==> config.mk <==
export PLATFORM = sky130hd
export DESIGN_NAME = sema_dma_seq
export DESIGN_NICKNAME = d
export VERILOG_FILES = /design/src/rtl/sema_dma_pkg.sv /design/src/rtl/sema_dma_regs.sv /design/src/rtl/sema_dma_count.sv /design/src/rtl/sema_dma_fsm.sv /design/src/rtl/sema_dma_seq.sv
export SDC_FILE = /design/constraint.sdc
export NUM_CORES = 1
export LEC_CHECK = 0
export BUFFER_PORTS_ARGS = -buffer_cell sky130_fd_sc_hd__buf_2
export CORE_UTILIZATION = 34
export CTS_CLUSTER_DIAMETER = 40
export CTS_CLUSTER_SIZE = 10
export DETAILED_ROUTE_END_ITERATION = 10
export SETUP_SLACK_MARGIN = 0.3
export SYNTH_ARGS = -nofsm -noshare
export SYNTH_HDL_FRONTEND = slang
export SYNTH_SLANG_ARGS = --single-unit
==> constraint.sdc <==
create_clock -name clk -period 6.7 [get_ports clk]
set_input_delay 1.34 -clock clk [delete_from_list [all_inputs] [get_ports clk]]
set_output_delay 1.34 -clock clk [all_outputs]
set_load 0.03 [all_outputs]
==> src/rtl/sema_dma_pkg.sv <==
package sema_dma_pkg;

  typedef enum logic [2:0] {
    SEL_CTRL0 = 3'd0,
    SEL_CTRL1 = 3'd1,
    SEL_CTRL2 = 3'd2,
    SEL_NEXT  = 3'd3,
    SEL_SEMA  = 3'd4
  } reg_sel_e;

  typedef enum logic [1:0] {
    OP_BASE = 2'd0,
    OP_SET  = 2'd1,
    OP_CLR  = 2'd2
  } reg_op_e;

  typedef enum logic [1:0] {
    ST_IDLE  = 2'd0,
    ST_FETCH = 2'd1,
    ST_EXEC  = 2'd2
  } seq_state_e;

  // One register bit updated through a plain, set or clear alias.
  function automatic logic apply_bit(logic [1:0] op, logic cur, logic wbit);
    case (op)
      OP_BASE: return wbit;
      OP_SET:  return cur | wbit;
      OP_CLR:  return cur & ~wbit;
      default: return cur;
    endcase
  endfunction

  function automatic logic [31:0] apply_word(logic [1:0] op, logic [31:0] cur,
                                             logic [31:0] w);
    case (op)
      OP_BASE: return w;
      OP_SET:  return cur | w;
      OP_CLR:  return cur & ~w;
      default: return cur;
    endcase
  endfunction

endpackage

==> src/rtl/sema_dma_regs.sv <==
module sema_dma_regs
  import sema_dma_pkg::*;
#(
  parameter int AW       = 32,
  parameter int SEMA_W   = 8,
  parameter int CH_IDX   = 0,
  parameter int GATE_OFS = 8,
  parameter int RST_OFS  = 16,
  parameter int IEN_OFS  = 16
) (
  input  logic              clk,
  input  logic              rst_n,
  input  logic              reg_wr,
  input  logic [2:0]        reg_sel,
  input  logic [1:0]        reg_op,
  input  logic [31:0]       reg_wdata,
  output logic [31:0]       reg_rdata,
  input  logic              hw_cmpl_i,
  input  logic              hw_early_i,
  input  logic              hw_load_i,
  input  logic [AW-1:0]     hw_next_i,
  input  logic [SEMA_W-1:0] count_i,
  output logic              gate_o,
  output logic              abort_o,
  output logic [AW-1:0]     next_addr_o,
  output logic              next_wr_o,
  output logic              inc_en_o,
  output logic [SEMA_W-1:0] inc_val_o,
  output logic              irq_o
);

  localparam int GATE_BIT = GATE_OFS + CH_IDX;
  localparam int RST_BIT  = RST_OFS + CH_IDX;
  localparam int STS_BIT  = CH_IDX;
  localparam int IEN_BIT  = IEN_OFS + CH_IDX;

  logic          gate_q, gate_d;
  logic          sts_q, sts_d;
  logic          ien_q, ien_d;
  logic          early_q, early_d;
  logic [AW-1:0] next_q, next_d;
  logic          wr0, wr1, wr2, wr3;
  logic [31:0]   next_img;

  assign wr0 = reg_wr && (reg_sel == SEL_CTRL0);
  assign wr1 = reg_wr && (reg_sel == SEL_CTRL1);
  assign wr2 = reg_wr && (reg_sel == SEL_CTRL2);
  assign wr3 = reg_wr && (reg_sel == SEL_NEXT);

  always_comb begin
    next_img = '0;
    next_img[AW-1:0] = next_q;
  end

  // Next-state logic; hardware events win over a software clear in the same cycle.
  always_comb begin
    gate_d  = wr0 ? apply_bit(reg_op, gate_q, reg_wdata[GATE_BIT]) : gate_q;
    abort_o = wr0 && apply_bit(reg_op, 1'b0, reg_wdata[RST_BIT]);
    sts_d   = hw_cmpl_i | (wr1 ? apply_bit(reg_op, sts_q, reg_wdata[STS_BIT]) : sts_q);
    ien_d   = wr1 ? apply_bit(reg_op, ien_q, reg_wdata[IEN_BIT]) : ien_q;
    early_d = hw_early_i | (wr2 ? apply_bit(reg_op, early_q, reg_wdata[STS_BIT]) : early_q);
    if (wr3) begin
      next_d = apply_word(reg_op, next_img, reg_wdata);
    end else if (hw_load_i) begin
      next_d = hw_next_i;
    end else begin
      next_d = next_q;
    end
  end

  always_ff @(posedge clk or negedge rst_n) begin
    if (!rst_n) begin
      gate_q  <= 1'b1;
      sts_q   <= 1'b0;
      ien_q   <= 1'b0;
      early_q <= 1'b0;
      next_q  <= '0;
    end else begin
      if (wr0) gate_q <= gate_d;
      if (wr1 || hw_cmpl_i) sts_q <= sts_d;
      if (wr1) ien_q <= ien_d;
      if (wr2 || hw_early_i) early_q <= early_d;
      if (wr3 || hw_load_i) next_q <= next_d;
    end
  end

  always_comb begin
    reg_rdata = '0;
    case (reg_sel)
      SEL_CTRL0: reg_rdata[GATE_BIT] = gate_q;
      SEL_CTRL1: begin
        reg_rdata[STS_BIT] = sts_q;
        reg_rdata[IEN_BIT] = ien_q;
      end
      SEL_CTRL2: reg_rdata[STS_BIT] = early_q;
      SEL_NEXT:  reg_rdata[AW-1:0] = next_q;
      SEL_SEMA:  reg_rdata[SEMA_W-1:0] = count_i;
      default:   reg_rdata = '0;
    endcase
  end

  assign gate_o      = gate_q;
  assign next_addr_o = next_q;
  assign next_wr_o   = wr3;
  assign inc_en_o    = reg_wr && (reg_sel == SEL_SEMA) && (reg_op == OP_BASE);
  assign inc_val_o   = reg_wdata[SEMA_W-1:0];
  assign irq_o       = sts_q & ien_q;

  AST_STATUS_SET: assert property (@(posedge clk) disable iff (!rst_n)
    hw_cmpl_i |=> sts_q);
  AST_ACK_CLEARS: assert property (@(posedge clk) disable iff (!rst_n)
    (wr1 && reg_op == OP_CLR && reg_wdata[STS_BIT] && !hw_cmpl_i) |=> !sts_q);
  AST_ACK_EARLY: assert property (@(posedge clk) disable iff (!rst_n)
    (wr2 && reg_op == OP_CLR && reg_wdata[STS_BIT] && !hw_early_i) |=> !early_q);

endmodule

==> src/rtl/sema_dma_count.sv <==
module sema_dma_count #(
  parameter int SEMA_W = 8
) (
  input  logic              clk,
  input  logic              rst_n,
  input  logic              clr_i,
  input  logic              inc_en_i,
  input  logic [SEMA_W-1:0] inc_val_i,
  input  logic              dec_i,
  output logic [SEMA_W-1:0] count_o
);

  localparam int SW = SEMA_W + 2;
  localparam logic [SW-1:0] CMAX = SW'((1 << SEMA_W) - 1);

  logic [SEMA_W-1:0] count_q, count_d;
  logic [SW-1:0]     sum, net;
  logic              en;

  // Net update: add and decrement fold into one saturated result.
  always_comb begin
    sum = {2'b00, count_q} + (inc_en_i ? {2'b00, inc_val_i} : '0);
    if (dec_i && sum != '0) net = sum - SW'(1);
    else                    net = sum;
    if (clr_i)            count_d = '0;
    else if (net > CMAX)  count_d = CMAX[SEMA_W-1:0];
    else                  count_d = net[SEMA_W-1:0];
    en = clr_i | inc_en_i | dec_i;
  end

  always_ff @(posedge clk or negedge rst_n) begin
    if (!rst_n)  count_q <= '0;
    else if (en) count_q <= count_d;
  end

  assign count_o = count_q;

  AST_SEMA_FLOOR: assert property (@(posedge clk) disable iff (!rst_n)
    (count_q == '0 && !inc_en_i) |=> count_q == '0);
  AST_SEMA_CLEAR: assert property (@(posedge clk) disable iff (!rst_n)
    clr_i |=> count_q == '0);
  AST_SEMA_ADD: assert property (@(posedge clk) disable iff (!rst_n)
    (inc_en_i && !dec_i && !clr_i && ({1'b0, count_q} + {1'b0, inc_val_i} <= {1'b0, CMAX[SEMA_W-1:0]}))
    |=> count_q == $past(count_q) + $past(inc_val_i));

endmodule

==> src/rtl/sema_dma_fsm.sv <==
module sema_dma_fsm
  import sema_dma_pkg::*;
#(
  parameter int AW     = 32,
  parameter int SEMA_W = 8
) (
  input  logic              clk,
  input  logic              rst_n,
  input  logic [SEMA_W-1:0] count_i,
  input  logic              gate_i,
  input  logic              abort_i,
  input  logic              sw_kick_i,
  input  logic [AW-1:0]     next_addr_i,
  output logic              mem_req_o,
  output logic [AW-1:0]     mem_addr_o,
  input  logic              mem_ack_i,
  input  logic [AW+2:0]     mem_rdata_i,
  output logic              xfer_start_o,
  output logic [AW-1:0]     xfer_addr_o,
  input  logic              xfer_done_i,
  output logic              busy_o,
  output logic              dec_o,
  output logic              cmpl_o,
  output logic              load_o,
  output logic [AW-1:0]     load_addr_o,
  output logic              early_o
);

  localparam int DW     = AW + 3;
  localparam int LINK_B = AW;
  localparam int DEC_B  = AW + 1;
  localparam int NTF_B  = AW + 2;

  seq_state_e    state_q, state_d;
  logic          parked_q, parked_d;
  logic          start_q, start_d;
  logic [DW-1:0] desc_q, desc_d;
  logic [AW-1:0] faddr_q, faddr_d;
  logic          count_nz;

  assign count_nz = (count_i != '0);

  always_comb begin
    state_d  = state_q;
    parked_d = parked_q;
    start_d  = 1'b0;
    desc_d   = desc_q;
    faddr_d  = faddr_q;
    dec_o    = 1'b0;
    cmpl_o   = 1'b0;
    load_o   = 1'b0;
    early_o  = 1'b0;
    if (sw_kick_i) parked_d = 1'b0;
    case (state_q)
      ST_IDLE: begin
        if (count_nz && !gate_i && !parked_q) begin
          state_d = ST_FETCH;
          faddr_d = next_addr_i;
        end
      end
      ST_FETCH: begin
        if (mem_ack_i) begin
          desc_d  = mem_rdata_i;
          start_d = 1'b1;
          state_d = ST_EXEC;
        end
      end
      ST_EXEC: begin
        if (xfer_done_i) begin
          dec_o  = desc_q[DEC_B];
          cmpl_o = desc_q[NTF_B];
          load_o = desc_q[LINK_B];
          if (!desc_q[LINK_B]) begin
            parked_d = 1'b1;
            early_o  = count_i > SEMA_W'(desc_q[DEC_B]);
          end
          state_d = ST_IDLE;
        end
      end
      default: state_d = ST_IDLE;
    endcase
    if (abort_i) begin
      state_d  = ST_IDLE;
      parked_d = 1'b0;
      start_d  = 1'b0;
      dec_o    = 1'b0;
      cmpl_o   = 1'b0;
      load_o   = 1'b0;
      early_o  = 1'b0;
    end
  end

  always_ff @(posedge clk or negedge rst_n) begin
    if (!rst_n) begin
      state_q  <= ST_IDLE;
      parked_q <= 1'b0;
      start_q  <= 1'b0;
      desc_q   <= '0;
      faddr_q  <= '0;
    end else begin
      state_q  <= state_d;
      parked_q <= parked_d;
      start_q  <= start_d;
      if (state_q == ST_FETCH && mem_ack_i) desc_q <= desc_d;
      if (state_q == ST_IDLE) faddr_q <= faddr_d;
    end
  end

  assign mem_req_o    = (state_q == ST_FETCH);
  assign mem_addr_o   = faddr_q;
  assign xfer_start_o = start_q;
  assign xfer_addr_o  = faddr_q;
  assign busy_o       = (state_q != ST_IDLE);
  assign load_addr_o  = desc_q[AW-1:0];

  AST_REQ_HOLD: assert property (@(posedge clk) disable iff (!rst_n)
    (mem_req_o && !mem_ack_i && !abort_i) |=> mem_req_o);
  AST_FETCH_NEEDS_RUN: assert property (@(posedge clk) disable iff (!rst_n)
    $rose(mem_req_o) |-> ($past(count_nz) && !$past(gate_i)));
  AST_START_SINGLE: assert property (@(posedge clk) disable iff (!rst_n)
    xfer_start_o |=> !xfer_start_o);
  AST_ABORT_IDLE: assert property (@(posedge clk) disable iff (!rst_n)
    abort_i |=> !busy_o);
  AST_PARK_HOLD: assert property (@(posedge clk) disable iff (!rst_n)
    (parked_q && !busy_o && !sw_kick_i) |=> !busy_o);

endmodule

==> src/rtl/sema_dma_seq.sv <==
module sema_dma_seq #(
  parameter int AW       = 32,
  parameter int SEMA_W   = 8,
  parameter int CH_IDX   = 0,
  parameter int GATE_OFS = 8,
  parameter int RST_OFS  = 16,
  parameter int IEN_OFS  = 16
) (
  input  logic          clk,
  input  logic          rst_n,
  input  logic          reg_wr,
  input  logic [2:0]    reg_sel,
  input  logic [1:0]    reg_op,
  input  logic [31:0]   reg_wdata,
  output logic [31:0]   reg_rdata,
  output logic          mem_req,
  output logic [AW-1:0] mem_addr,
  input  logic          mem_ack,
  input  logic [AW+2:0] mem_rdata,
  output logic          xfer_start,
  output logic [AW-1:0] xfer_addr,
  input  logic          xfer_done,
  output logic          chan_busy,
  output logic          irq
);

  logic [1:0]        rst_sync_q;
  logic              rst_n_i;
  logic [SEMA_W-1:0] count;
  logic              gate, abort, next_wr, inc_en;
  logic [SEMA_W-1:0] inc_val;
  logic [AW-1:0]     next_addr, load_addr;
  logic              dec, cmpl, load, early;

  // Asynchronous assertion, synchronous release.
  always_ff @(posedge clk or negedge rst_n) begin
    if (!rst_n) rst_sync_q <= 2'b00;
    else        rst_sync_q <= {rst_sync_q[0], 1'b1};
  end
  assign rst_n_i = rst_sync_q[1];

  sema_dma_regs #(
    .AW(AW), .SEMA_W(SEMA_W), .CH_IDX(CH_IDX),
    .GATE_OFS(GATE_OFS), .RST_OFS(RST_OFS), .IEN_OFS(IEN_OFS)
  ) u_regs (
    .clk(clk), .rst_n(rst_n_i),
    .reg_wr(reg_wr), .reg_sel(reg_sel), .reg_op(reg_op),
    .reg_wdata(reg_wdata), .reg_rdata(reg_rdata),
    .hw_cmpl_i(cmpl), .hw_early_i(early), .hw_load_i(load),
    .hw_next_i(load_addr), .count_i(count),
    .gate_o(gate), .abort_o(abort), .next_addr_o(next_addr),
    .next_wr_o(next_wr), .inc_en_o(inc_en), .inc_val_o(inc_val),
    .irq_o(irq)
  );

  sema_dma_count #(.SEMA_W(SEMA_W)) u_count (
    .clk(clk), .rst_n(rst_n_i),
    .clr_i(abort), .inc_en_i(inc_en), .inc_val_i(inc_val),
    .dec_i(dec), .count_o(count)
  );

  sema_dma_fsm #(.AW(AW), .SEMA_W(SEMA_W)) u_fsm (
    .clk(clk), .rst_n(rst_n_i),
    .count_i(count), .gate_i(gate), .abort_i(abort),
    .sw_kick_i(next_wr | inc_en), .next_addr_i(next_addr),
    .mem_req_o(mem_req), .mem_addr_o(mem_addr),
    .mem_ack_i(mem_ack), .mem_rdata_i(mem_rdata),
    .xfer_start_o(xfer_start), .xfer_addr_o(xfer_addr),
    .xfer_done_i(xfer_done), .busy_o(chan_busy),
    .dec_o(dec), .cmpl_o(cmpl), .load_o(load),
    .load_addr_o(load_addr), .early_o(early)
  );

endmodule

# [Word level (Yosys, flattened, before mapping)]
# Index checks and enable logic that the tools add are counted.
[word_totals] reg_bits=117
[op_classes] add_sub_neg=2 n_lt_le_gt_ge=2 n_eq_ne=12 n_mux=46 bitwise_logic=20 reduce_logical=31
[op_table] cell="$pmux W32 S3" count=1
[op_table] cell="$mux W32" count=2
[op_table] cell="$and A32 B32 Y32" count=1
[op_table] cell="$not A32 Y32" count=1
[op_table] cell="$or A32 B32 Y32" count=1
[op_table] cell="$mux W1" count=24
[op_table] cell="$mux W8" count=3
[op_table] cell="$mux W15" count=1
[op_table] cell="$pmux W7 S2" count=1
[op_table] cell="$pmux W1 S3" count=4
[op_table] cell="$logic_and A1 B1 Y1" count=11
[op_table] cell="$add A8 B10 Y10" count=1
[op_table] cell="$gt A10 B8 Y1 const B" count=1
[op_table] cell="$mux W10" count=1
[op_table] cell="$reduce_bool A10 Y1" count=1
[op_table] cell="$sub A10 B1 Y10 const B" count=1
[op_table] cell="$or A1 B1 Y1" count=9
[op_table] cell="$reduce_and A3 Y1" count=3
[op_table] cell="$gt A8 B1 Y1" count=1
[op_table] cell="$mux W2" count=4
[op_table] cell="$reduce_bool A8 Y1" count=1
[op_table] cell="$mux W7" count=1
[op_table] cell="$eq A3 B2 Y1 const B" count=2
[op_table] cell="$pmux W2 S3" count=1
[op_table] cell="other kinds (20)" count=36

# [Longest topological paths before layout]
[logic_depth] depth_word=11 mapped_depth=15

# [Cells and area by module]
# A second synthesis with hierarchy kept.
[hier_totals] hier_cells=685 area_unflattened_um2=7088.0
[by_module_without_submodules] mod="sema_dma_fsm" n_inst=1 cells_per_inst=235 area_each_um2=3359.5 seq_area_each_um2=1776.7
[by_module_without_submodules] mod="sema_dma_regs" n_inst=1 cells_per_inst=314 area_each_um2=2587.5 seq_area_each_um2=902.1
[by_module_without_submodules] mod="sema_dma_count" n_inst=1 cells_per_inst=132 area_each_um2=1081.0 seq_area_each_um2=200.2
[by_module_without_submodules] mod="sema_dma_seq" n_inst=1 cells_per_inst=4 area_each_um2=60.1 seq_area_each_um2=50.0

# [Worst setup path before layout]
# OpenSTA, ideal clock, no wires.
[synth_timing] kind="input port to flip-flop" start="input port reg_sel[0]" end="register u_count.count_q[3], in the netlist u_count.count_o[3]" setup_ps=136 arrival_ps=4480 required_time_ps=6564 slack_ps=2084 cell_stages=15 n_path_buf=2 cell_sequence="clkbuf_1 > nor3b_2 > and3_1 > clkbuf_1 > and2_1 > ha_1 > inv_1 > fa_1 > nand2b_1 > a21oi_1 > xor2_1 > nor4_4 > nand4_1 > a221oi_1 > o21ai_1"
[synth_via] elab_chain_len=11
[synth_lines] item="start: declaration" line_no="sema_dma_seq.sv:12" text="input logic [2:0] reg_sel,"
[synth_lines] item="branches (longest 11 deep; another with $add A8 B10 Y10)"
[synth_lines] item="end signal: assignment" line_no="sema_dma_count.sv:33" text="else if (en) count_q <= count_d;"
[synth_lines] item="end: declaration" line_no="sema_dma_count.sv:16" text="logic [SEMA_W-1:0] count_q, count_d;"
# Parallel ways; which one is timed is not known.
# A chain may end at the register's enable or synchronous reset.

# [Final worst setup path]
[layout_timing] start="input port reg_sel[1]" end="register u_count.count_q[3], in the netlist u_count.count_o[3]"
# Same word-level chain as after synthesis.

==> impl_metrics.yaml <==
status:
  outcome: "finished clean"
die:
  die_y_um: 141
  die-area_mm2: 0.0198
  die_x_um: 141
  row_count: 50
  initial_core_util_pct: 34.9
  io_pins: 177
  core_area_mm2: 0.0188
clocking:
  cts_buffers: 17
  h-tree-depth: 4
  cts_tree: "built"
  cts-root-buf: "clkbuf_16"
  cts_buffer_depth: 2
  insertion_delay_ns: 0.42
  cts_resized: 0
  numClockSinks: 117
  ctsHoldBuffers: 0
  post_cts_buffers: 0
  clk_pin_slew_worst_paths_ns: 0.06
place:
  numPortBuffers: 176
  gp_congestion: 0.832
  hpwl_mm: 12.0
worst_setup_path:
  timing.reg2reg.setup_slack_ns: 3.70
  setup.worst_path.end_class: "flop"
  worstPathArrival_ns: 5.14
  crit_start: "reg_sel[1]"
  worstPathRequired_ns: 6.97
  rr_endpoint: "u_fsm.mem_addr_o[21]"
  r2r-start: "u_count.count_o[2]"
  reg2reg_depth: 5
  crit_path_end: "u_count.count_o[3]"
  cp_max_fo: 11
  critical_path_class: "input port to flop"
  crit_path_start_kind: "input port"
route:
  drtPass1Iterations: 5
  dr_total_vias: 5482
  drt_wl_total_mm: 17.8
  drtIter0Drc: 269
  drt-vias-per-instance: 5.12
  wl_per_cell_um: 16.6
  ant_nets: 0
  drc: 0
logic_synthesis:
  ys_warn_count: 0
  synth_area_leaders: "dfrtp_1 44%, mux2_2 12%, a21oi_1 10%"
  synth_edf_count: 0
  syn_area_per_cell_um2: 9.42
  ys_seq_area_share_pct: 44.7
  synth_top_area_share_pct: 44.3
  synth_top_area_cell: "dfrtp_1"
  synth_nets: 788
  synth_flop_cell: "dfrtp_1"
  synthArstFlopShare_pct: 100
  synthCells: 695
  syn_area_mm2: 0.00655
  synth_common_cells: "137 x a21oi_1, 116 x dfrtp_1, 67 x mux2_2, 52 x nor2_1, 45 x inv_1"
  synth_cell_types: 60
  ys_ff_latch: 117
  yosysMostFrequentCell: "a21oi_1"
cells_and_area:
  fillers: 1852
  drive_above_1_share_pct: 35.0
  area_delta_synth_final_pct: 21.7
  nNetsFinal: 917
  postLayoutCoreUtil_pct: 42.5
  antenna_cells: 0
timing:
  setup-violations-final: 0
  fmax_mhz: 205
  fin_skew_ns: 0.00825
  hold_ws_ns: 0.354
  maxSlewViolCount: 0
  finalSetupTns_ns: 0
  rsz0062_at_grt: "no"
  period_share_pct: 72.7
  final.min_clock_period_ns: 4.87
  worst_slew_margin_rel_pct: 26.4
  hold_viol_final: 0
  worst_slew_pin_slew_ns: 1.10
global_routing:
  grt_overflow: 0
  globalRouteTotalUtil_pct: 19.1
  grt_pass1_vias: 5348
  grt_max_degree: 69
  antenna_found_initial: 1
  grt_pass1_wl_mm: 29.2
pwr:
  power_leakage_nw: 3.86
  p_per_area_mw_per_mm2: 459
  peakVddDrop_v: 0.000221
  fin_total_pwr_w: 0.00366
hold_path:
  hold_class: "flop to flop"
  whs_path_depth: 0
run:
  cap_viol_max_count: 0
placed cells by master (no fill, tap or decap), drive strengths merged, types with 2 or more instances in the layout:
| cell | count |
|---|---|
| buf | 181 |
| a21oi | 138 |
| dfrtp | 116 |
| mux2 | 67 |
| nor2 | 52 |
| inv | 45 |
| nor3 | 39 |
| and2 | 32 |
| nand2 | 24 |
| clkbuf | 22 |
| ha | 15 |
| o21ai | 15 |
| a22o | 8 |
| o211ai | 6 |
| clkinv | 6 |
| a31oi | 4 |
| xor2 | 4 |
| nand2b | 4 |
| a21boi | 4 |
| and3 | 3 |
| nor4 | 3 |
| a211oi | 3 |
| mux2i | 2 |
| or2 | 2 |
| nor2b | 2 |
| nand3b | 2 |
| and4b | 2 |
| o22ai | 2 |
| xnor2 | 2 |
| a211o | 2 |
| a22oi | 2 |
| or3 | 2 |
| nand3 | 2 |
| bufinv | 2 |
per-stage QoR:
step | setup slack (ns) | instances | instance area [µm²]
2_1_floorplan | 2.08 | 695 | 6550
3_3_place_gp | 1.51 | 1039 | 7380
3_5_place_dp | 1.48 | 1039 | 7380
4_1_cts | 1.91 | 1070 | 7970
5_1_grt | 1.31 | 1070 | 7970
6_report | 1.83 | 1070 | 7970
sequential cells by signal, summed over array words and instances (netlist names):
signal              count
u_fsm.mem_addr_o       32
u_regs.sts_q            1
u_regs.next_addr_o     32
u_fsm.desc_q           35
u_fsm.state_q           2
rst_sync_q              2
u_regs.gate_o           1
u_count.count_o         8
u_fsm.xfer_start_o      1
u_fsm.parked_q          1
u_regs.ien_q            1
u_regs.early_q          1
how the worst min path moves through the flow:
stage	start	end	slack (ns)
global route	rst_sync_q[0]	rst_sync_q[1]	0.39
finish	rst_sync_q[0]	rst_sync_q[1]	0.35
global placement	rst_sync_q[0]	rst_sync_q[1]	0.34
detailed placement	rst_sync_q[0]	rst_sync_q[1]	0.34
CTS	rst_sync_q[0]	rst_sync_q[1]	0.36
floorplan	rst_sync_q[0]	rst_sync_q[1]	0.33
layer usage:
metal | vias up | global-route usage, % | share of wire, %
met3 | 19 | 4.25 | 4.6
met4 | 2 | 6.18 | 1.4
met1 | 2632 | 25.4 | 47
li1 | 2660 | - | -
met2 | 169 | 31.0 | 47
met5 | - | 0 | 0.073
kinds of logic after synthesis:
logic type	share of synthesized area [%]
multiplexers	11.8
flip-flops	44.7
AND/OR/NAND/NOR	13.5
buffers and inverters	8.71
AO/OA/AOI/OAI	17.2
other	0.0573
XOR/XNOR	0.802
adder cells (fa/ha/maj)	3.17
cell type report:
class,count,area (µm²),share of cell area (%)
Clock buffer,22,484,6.08
Clock inverter,9,101,1.27
Inverter,45,169,2.12
Multi-Input combinational cell,462,3070,38.5
Sequential cell,117,2930,36.8
Tap cell,234,293,3.67
Timing Repair Buffer,181,918,11.5
critical path: stages:
cell and delay (ns):
buf_2 0.16, nor3b_2 0.58, and3_1 0.47, and2_1 0.18
ha_1 0.18, inv_1 0.06, fa_1 0.42, nand2b_1 0.18
a21oi_1 0.21, nor3_1 0.07, o2bb2ai_1 0.53, nand3_1 0.31
a221oi_1 0.35, o21ai_1 0.09
power by group:
group          internal, W  total, W  switching (W)
sequential         0.00104   0.00131       0.000269
clock             0.000581  0.000902       0.000321
combinational     0.000560   0.00145       0.000888
total              0.00218   0.00366        0.00148
Power figures use the tool's default switching activity.
